<file path="config.mk">
export PLATFORM = sky130hd
export DESIGN_NAME = nanq_top
export DESIGN_NICKNAME = d
export VERILOG_FILES = /design/src/rtl/nanq_pkg.sv /design/src/rtl/nanq_classify.sv /design/src/rtl/nanq_default.sv /design/src/rtl/nanq_silence.sv /design/src/rtl/nanq_top.sv
export SDC_FILE = /design/constraint.sdc
export NUM_CORES = 1
export LEC_CHECK = 0
export ABC_AREA = 0
export BUFFER_PORTS_ARGS = -buffer_cell sky130_fd_sc_hd__buf_2
export CAP_MARGIN = 20
export CORE_MARGIN = 3
export CORE_UTILIZATION = 44
export CTS_BUF_LIST = sky130_fd_sc_hd__clkbuf_8
export DETAILED_ROUTE_END_ITERATION = 6
export PLACE_DENSITY = 0.82
export SYNTH_ARGS = -nofsm -noshare
export SYNTH_HDL_FRONTEND = slang
export SYNTH_SLANG_ARGS = --single-unit
</file>
<file path="constraint.sdc">
create_clock -name clk -period 1.9 [get_ports clk]
set_input_delay 0.38 -clock clk [delete_from_list [all_inputs] [get_ports clk]]
set_output_delay 0.38 -clock clk [all_outputs]
set_load 0.02 [all_outputs]
</file>
<file path="src/rtl/nanq_pkg.sv">
package nanq_pkg;

    // Format selector values for the FMT parameter
    localparam int FMT_HALF   = 0;
    localparam int FMT_SINGLE = 1;
    localparam int FMT_DOUBLE = 2;

    function automatic int exp_width(input int fmt);
        case (fmt)
            FMT_HALF:   return 5;
            FMT_DOUBLE: return 11;
            default:    return 8;
        endcase
    endfunction

    function automatic int frac_width(input int fmt);
        case (fmt)
            FMT_HALF:   return 10;
            FMT_DOUBLE: return 52;
            default:    return 23;
        endcase
    endfunction

endpackage

</file>
<file path="src/rtl/nanq_classify.sv">
module nanq_classify #(
    parameter int EW = 8,
    parameter int FW = 23,
    localparam int W = 1 + EW + FW
) (
    input  logic [W-1:0] operand,
    input  logic         snan_one,
    input  logic         no_snan,
    output logic         is_q,
    output logic         is_s
);
    logic exp_ones;
    logic lead_bit;
    logic rest_nz;
    logic any_nan;
    logic lead_nan;   // NaN with leading fraction bit set
    logic tail_nan;   // NaN with leading bit clear, tail nonzero

    assign exp_ones = &operand[FW+EW-1:FW];
    assign lead_bit = operand[FW-1];

    generate
        if (FW > 1) begin : g_tail
            assign rest_nz = |operand[FW-2:0];
        end else begin : g_no_tail
            assign rest_nz = 1'b0;
        end
    endgenerate

    assign any_nan  = exp_ones & (lead_bit | rest_nz);
    assign lead_nan = exp_ones & lead_bit;
    assign tail_nan = exp_ones & ~lead_bit & rest_nz;

    always_comb begin
        if (no_snan) begin
            is_q = any_nan;
            is_s = 1'b0;
        end else if (snan_one) begin
            is_q = tail_nan;
            is_s = lead_nan;
        end else begin
            is_q = lead_nan;
            is_s = tail_nan;
        end
    end
endmodule

</file>
<file path="src/rtl/nanq_default.sv">
module nanq_default #(
    parameter int EW = 8,
    parameter int FW = 23,
    localparam int W = 1 + EW + FW
) (
    input  logic         snan_one,
    input  logic         neg,
    output logic [W-1:0] dflt
);
    localparam logic [FW-1:0] FRAC_INV = {1'b0, {(FW-1){1'b1}}};
    localparam logic [FW-1:0] FRAC_NRM = {1'b1, {(FW-1){1'b0}}};

    always_comb begin
        dflt[W-1]       = snan_one ? 1'b0 : neg;
        dflt[W-2:FW]    = '1;
        dflt[FW-1:0]    = snan_one ? FRAC_INV : FRAC_NRM;
    end
endmodule

</file>
<file path="src/rtl/nanq_silence.sv">
module nanq_silence #(
    parameter int EW = 8,
    parameter int FW = 23,
    localparam int W = 1 + EW + FW
) (
    input  logic [W-1:0] operand,
    input  logic         is_s,
    input  logic         snan_one,
    input  logic [W-1:0] dflt,
    output logic [W-1:0] result
);
    localparam logic [W-1:0] LEAD_MASK = W'(1) << (FW - 1);

    always_comb begin
        if (!is_s)         result = operand;
        else if (snan_one) result = dflt;
        else               result = operand | LEAD_MASK;
    end
endmodule

</file>
<file path="src/rtl/nanq_top.sv">
module nanq_top #(
    parameter int FMT = nanq_pkg::FMT_SINGLE,
    localparam int EW = nanq_pkg::exp_width(FMT),
    localparam int FW = nanq_pkg::frac_width(FMT),
    localparam int W  = 1 + EW + FW
) (
    input  logic         clk,
    input  logic         rst_n,
    input  logic         in_valid,
    input  logic [W-1:0] in_operand,
    input  logic         snan_one,
    input  logic         no_snan,
    input  logic         dflt_neg,
    output logic         out_valid,
    output logic         out_qnan,
    output logic         out_snan,
    output logic [W-1:0] out_silenced,
    output logic [W-1:0] out_dflt
);
    typedef struct packed {
        logic         vld;
        logic         qnan;
        logic         snan;
        logic [W-1:0] sil;
        logic [W-1:0] dflt;
    } res_t;

    res_t state_d, state_q;

    logic         cls_q, cls_s;
    logic [W-1:0] dflt_w, sil_w;

    nanq_classify #(.EW(EW), .FW(FW)) u_classify (
        .operand  (in_operand),
        .snan_one (snan_one),
        .no_snan  (no_snan),
        .is_q     (cls_q),
        .is_s     (cls_s)
    );

    nanq_default #(.EW(EW), .FW(FW)) u_default (
        .snan_one (snan_one),
        .neg      (dflt_neg),
        .dflt     (dflt_w)
    );

    nanq_silence #(.EW(EW), .FW(FW)) u_silence (
        .operand  (in_operand),
        .is_s     (cls_s),
        .snan_one (snan_one),
        .dflt     (dflt_w),
        .result   (sil_w)
    );

    always_comb begin
        state_d     = state_q;
        state_d.vld = in_valid;
        if (in_valid) begin
            state_d.qnan = cls_q;
            state_d.snan = cls_s;
            state_d.sil  = sil_w;
            state_d.dflt = dflt_w;
        end
    end

    always_ff @(posedge clk) begin
        if (!rst_n) state_q <= '0;
        else        state_q <= state_d;
    end

    assign out_valid    = state_q.vld;
    assign out_qnan     = state_q.qnan;
    assign out_snan     = state_q.snan;
    assign out_silenced = state_q.sil;
    assign out_dflt     = state_q.dflt;


    valid_follow_chk: assert property (@(posedge clk) disable iff (!rst_n)
        $past(rst_n) |-> out_valid == $past(in_valid));


    flag_excl_chk: assert property (@(posedge clk) disable iff (!rst_n)
        !(out_qnan && out_snan));


    nosig_chk: assert property (@(posedge clk) disable iff (!rst_n)
        $past(rst_n) && $past(in_valid) && $past(no_snan) |-> !out_snan);


    pass_thru_chk: assert property (@(posedge clk) disable iff (!rst_n)
        $past(rst_n) && $past(in_valid) && !out_snan |-> out_silenced == $past(in_operand));


    lead_set_chk: assert property (@(posedge clk) disable iff (!rst_n)
        $past(rst_n) && $past(in_valid) && !$past(snan_one) && out_snan |-> out_silenced[FW-1]);


    hold_chk: assert property (@(posedge clk) disable iff (!rst_n)
        $past(rst_n) && !$past(in_valid) |-> $stable(out_silenced) && $stable(out_dflt));
endmodule

</file>
=== After elaboration in Yosys (flattened, before gate mapping) ===
Cells that the tools add are included.
Widths: inputs -> output; s select.

* Bits in latches: 0
* Memory bits (read-only): 0
* Output and inout bits: 67
* Memories: 0
* Flip-flop bits (word level): 67
* Logic and storage cells: 21
* Bits in writable memories: 0
* Input port bits: 38

* Mux-type cells: 8
* Reduce and logical (&&, ||, !) cells: 2
* Shift operators: 0
* Eq/ne operators: 0
* Divide/modulo/power cells: 0
* Add/subtract/negate cells: 0
* Bitwise logic cells: 6
* $lt $le $gt $ge: 0
* $mul: 0

{| class="wikitable"
|+ Operator list
! cell !! count
|-
| $mux 32 || 2
|-
| $mux 23 || 1
|-
| $reduce_or 22->1 || 1
|-
| $reduce_and 8->1 || 1
|-
| $mux 1 || 5
|-
| $and 1x1->1 || 4
|-
| $not 1->1 || 1
|-
| $or 1x1->1 || 1
|}

=== Longest topological paths before layout ===
* Word-level depth: 6
* Gate-level depth with buffers: 5
* Mapped depth without buffers: 4

=== Hierarchy ===
A second synthesis with hierarchy kept.

* Cell total of the unflattened synthesis: 299
* Area, all modules: 3409.5 um^2

{| class="wikitable"
|+ Modules (own cells, without submodules)
! module !! cells an instance !! sequential area each (um^2) !! area an instance (um^2) !! times used
|-
| nanq_top || 215 || 1341.3 || 2553.7 || 1
|-
| nanq_silence || 36 || 0.0 || 506.7 || 1
|-
| nanq_default || 33 || 0.0 || 239.0 || 1
|-
| nanq_classify || 15 || 0.0 || 110.1 || 1
|}

=== Worst setup path before layout ===
Ideal clock, no wire load.

* Path type: input to register
* Start point: input port snan_one
* End point: register state_q, in the netlist out_silenced[17]
* Path slack: 447 ps
* Path buffers: 1
* Required time: 1841 ps
* Arrival time: 1394 ps
* Stages: 5
* Library setup time: 59 ps
* Path through: inv_2 -> or3_4 -> o31ai_4 -> buf_6 -> o221a_2

* Cells in the longest elaborated chain, start to end: 3
* Elaborated cells on any way between the ends: 5
* Those cells by class: mux (5)

{| class="wikitable"
|+ RTL lines
! item !! line !! text
|-
| from (decl) || nanq_top.sv:11 || <nowiki>input logic snan_one,</nowiki>
|-
| $mux 23 or $mux 1 (tied branches) || nanq_default.sv:16, nanq_classify.sv:38 ||
|-
| $mux 32 or $mux 1 (tied branches) || nanq_silence.sv:16, nanq_classify.sv:35 ||
|-
| $mux 32 (*) || nanq_silence.sv:15 || <nowiki>if (!is_s) result = operand;</nowiki>
|-
| to (signal assigned) || nanq_top.sv:68 || <nowiki>else state_q <= state_d;</nowiki>
|-
| to (decl) || nanq_top.sv:28 || <nowiki>res_t state_d, state_q;</nowiki>
|}

Every way passes the cells marked *; elsewhere a longest branch is shown, timed or not.
A chain may end at the register's enable or synchronous reset.

==> results.py <==
metrics = {
    "setup_path": {
        "worstPathArrival_ns": 1.18,
        "path_class": "reg -> out",
        "cp_slowest_stage_delay_ns": 0.63,
        "worstReg2RegStart": "out_silenced[22]$_SDFFE_PN0P_",
        "cp_max_fo": 23,
        "r2r_slack_ns": 0.97,
        "crit_required_ns": 1.52,
        "cp-start-kind": "flip-flop",
        "r2r_cells": 3,
        "slowest_stage": "dfxtp_1",
        "crit_buf_inv": 1,
        "crit_family": "flip-flops",
        "cp_cell_sequence": "buf_2",
        "r2r-end": "out_silenced[22]$_SDFFE_PN0P_",
        "cp-end-kind": "output pin",
    },
    "synthesis": {
        "syn_nets": 197,
        "synthTopCellsByArea": "dfxtp_1 (46%), o221a_2 (15%), buf_4 (13%), mux2i_1 (6.0%), nor2_1 (3.1%)",
        "yosysTopAreaCell": "dfxtp_1",
        "synthMostInstantiatedCell": "dfxtp_1",
        "ys.flop_type": "dfxtp_1",
        "seq_area_frac_synth_pct": 46.4,
        "synth_common_cells": "dfxtp_1 (39), buf_4 (28), o221a_2 (22)",
        "ys_warn_count": 0,
        "syn_area_per_cell_um2": 10.6,
        "async_flop_share_pct": 0,
        "synth_edf_count": 0,
        "synth_top_area_share_pct": 46.4,
        "ys_ff_latch": 39,
        "syn_inst": 159,
        "netlist_area_um2": 1680,
        "yosysUniqueCellTypes": 30,
    },
    "cts": {
        "cts_sinks": 39,
        "postCtsHoldBufs": 0,
        "clk-insertion-delay-late_ns": 0.28,
        "numCtsBuffers": 5,
        "cts_root_buffer": "clkbuf_8",
        "cts_max_path_buffers": 2,
        "cts_tree": "yes",
        "cts_resized": 0,
        "clk_transition_reported_paths_ns": 0.07,
        "postCtsSetupBuffers": 0,
        "htreeDepth": 2,
    },
    "cells_and_area": {
        "diodes": 0,
        "drive_gt1_share_pct": 59.7,
        "stdcell_count": 282,
        "final_core_util_pct": 61.2,
        "fin_nets": 273,
        "area_growth_pct": 27.2,
        "fill_cells": 285,
    },
    "global_routing": {
        "grt_antenna_before_repair": 0,
        "grt_util_all_layers_pct": 17.2,
        "grt_pass1_wl_mm": 5.98,
        "first_global_vias": 1315,
        "overflow": 0,
        "grt_start_max_net_pins": 24,
    },
    "sta": {
        "holdWs_ns": 0.342,
        "fin_crit_sh_pct": 82.0,
        "setup_viol": 0,
        "fin_tns_setup_ns": 0,
        "finalHoldViolCount": 0,
        "maxSlewViolCount": 0,
        "timing.fmax_mhz": 642,
        "skew_ns": 0,
        "slew-limit-headroom_pct": 67.4,
        "rsz0062_at_grt": "no",
        "finalWorstPathRequiredPeriod_ns": 1.56,
        "tightest_slew_ns": 0.488,
    },
    "min_path": {
        "hold_path_depth": 3,
        "min_to": "out_silenced[27]$_SDFFE_PN0P_",
        "min-delay-start": "in_operand[27]",
        "min_path_type": "in -> reg",
    },
    "drt": {
        "routed_wl_mm": 4.07,
        "dr.pass1.iters": 4,
        "routedWlPerCell_um": 14.4,
        "drt_iter0_markers": 86,
        "drc": 0,
        "ant_nets": 0,
        "viasPerCell": 5.22,
        "vias": 1472,
    },
    "place": {
        "placed_cells": 274,
        "port_buffers": 104,
        "routabilityCongestion": 0.750,
        "hpwl_mm": 3.09,
    },
    "floorplan": {
        "die_h_um": 67.8,
        "initial_core_util_pct": 48.1,
        "fp-row-count": 21,
        "io-pin-count": 105,
        "die-area_um2": 4600,
        "die_x_um": 67.8,
        "coreArea_um2": 3490,
    },
    "power": {
        "irDropWorstVdd_mv": 0.550,
        "powerDensity_nw_per_um2": 877,
        "p_leak_nw": 1.09,
    },
    "status": {
        "status": "finished clean",
    },
    "run": {
        "maxCapViolCount": 0,
    },
}
[worst max-delay path by stage]
stage / startpoint / endpoint / slack (ns) / cells after the start
after CTS: out_dflt[21]$_SDFFE_PN0P_ / out_dflt[0] / 0.30 / 1
after detailed placement: snan_one / out_silenced[4]$_SDFFE_PN0P_ / 0.25 / 6
after floorplan: snan_one / out_silenced[17]$_SDFFE_PN0P_ / 0.45 / 5
after global routing: out_dflt[21]$_SDFFE_PN0P_ / out_dflt[0] / 0.18 / 1
final: out_dflt[21]$_SDFFE_PN0P_ / out_dflt[0] / 0.34 / 1
after global placement: snan_one / out_silenced[4]$_SDFFE_PN0P_ / 0.28 / 6
[routing by layer]
| layer | track usage, % | share of wire, % |
|---|---|---|
| met5 | 0 | 0 |
| met4 | 7.20 | 1.1 |
| met3 | 5.25 | 8.8 |
| met2 | 27.9 | 50 |
| met1 | 21.1 | 41 |
[kinds of logic (layout without fill, tap and decap cells)]
family | Yosys count | count (layout) | synth area share (%)
AO/OA/AOI/OAI | 33 | 33 | 19.9
AND/OR/NAND/NOR | 34 | 34 | 10.6
multiplexers | 10 | 10 | 5.95
flip-flops | 39 | 39 | 46.4
buffers and inverters | 42 | 119 | 16.6
XOR/XNOR | 1 | 1 | 0.521
[metrics by stage]
step | instance area (µm²) | power, W | setup slack [ns]
after global placement | 2030 | 0.00128 | 0.280
after CTS | 2140 | 0.00189 | 0.302
after detailed placement | 2030 | 0.00129 | 0.254
final | 2140 | 0.00187 | 0.342
after floorplan | 1680 | 0.00118 | 0.447
after global routing | 2140 | 0.00197 | 0.175
[flip-flops by register name (all words and copies together) (netlist names)]
signal        flops
out_snan          1
out_valid         1
out_qnan          1
out_dflt          4
out_silenced     32
[final cells by class]
| cell class | count | area (µm²) | area share (%) |
|---|---|---|---|
| inverters | 3 | 11.3 | 0.527 |
| repair buffers | 108 | 563 | 26.3 |
| clock buffers | 7 | 96.3 | 4.51 |
| clock inverters | 1 | 7.51 | 0.351 |
| flip-flops and latches | 39 | 781 | 36.5 |
| multi-input cells | 78 | 622 | 29.1 |
| well taps | 46 | 57.6 | 2.69 |
[cells in the final DEF, fill, tap and decap left out, types with 3 or more instances in the layout]
master,synthesis,layout
mux2i_1,10,10
buf_4,28,3
dfxtp_1,39,39
buf_2,1,104
o221a_2,22,22
nor2_1,14,14
clkbuf_8,0,7
nand4_1,3,3
nand2b_1,3,3
nor4_1,6,6
[report_power, final]
part	total (W)	switching, W	internal, W
logic	0.000367	0.000222	0.000145
clock network	0.000607	0.000277	0.000330
registers	0.000900	0.0000319	0.000868
total	0.00187	0.000531	0.00134
Power figures use the tool's default switching activity.
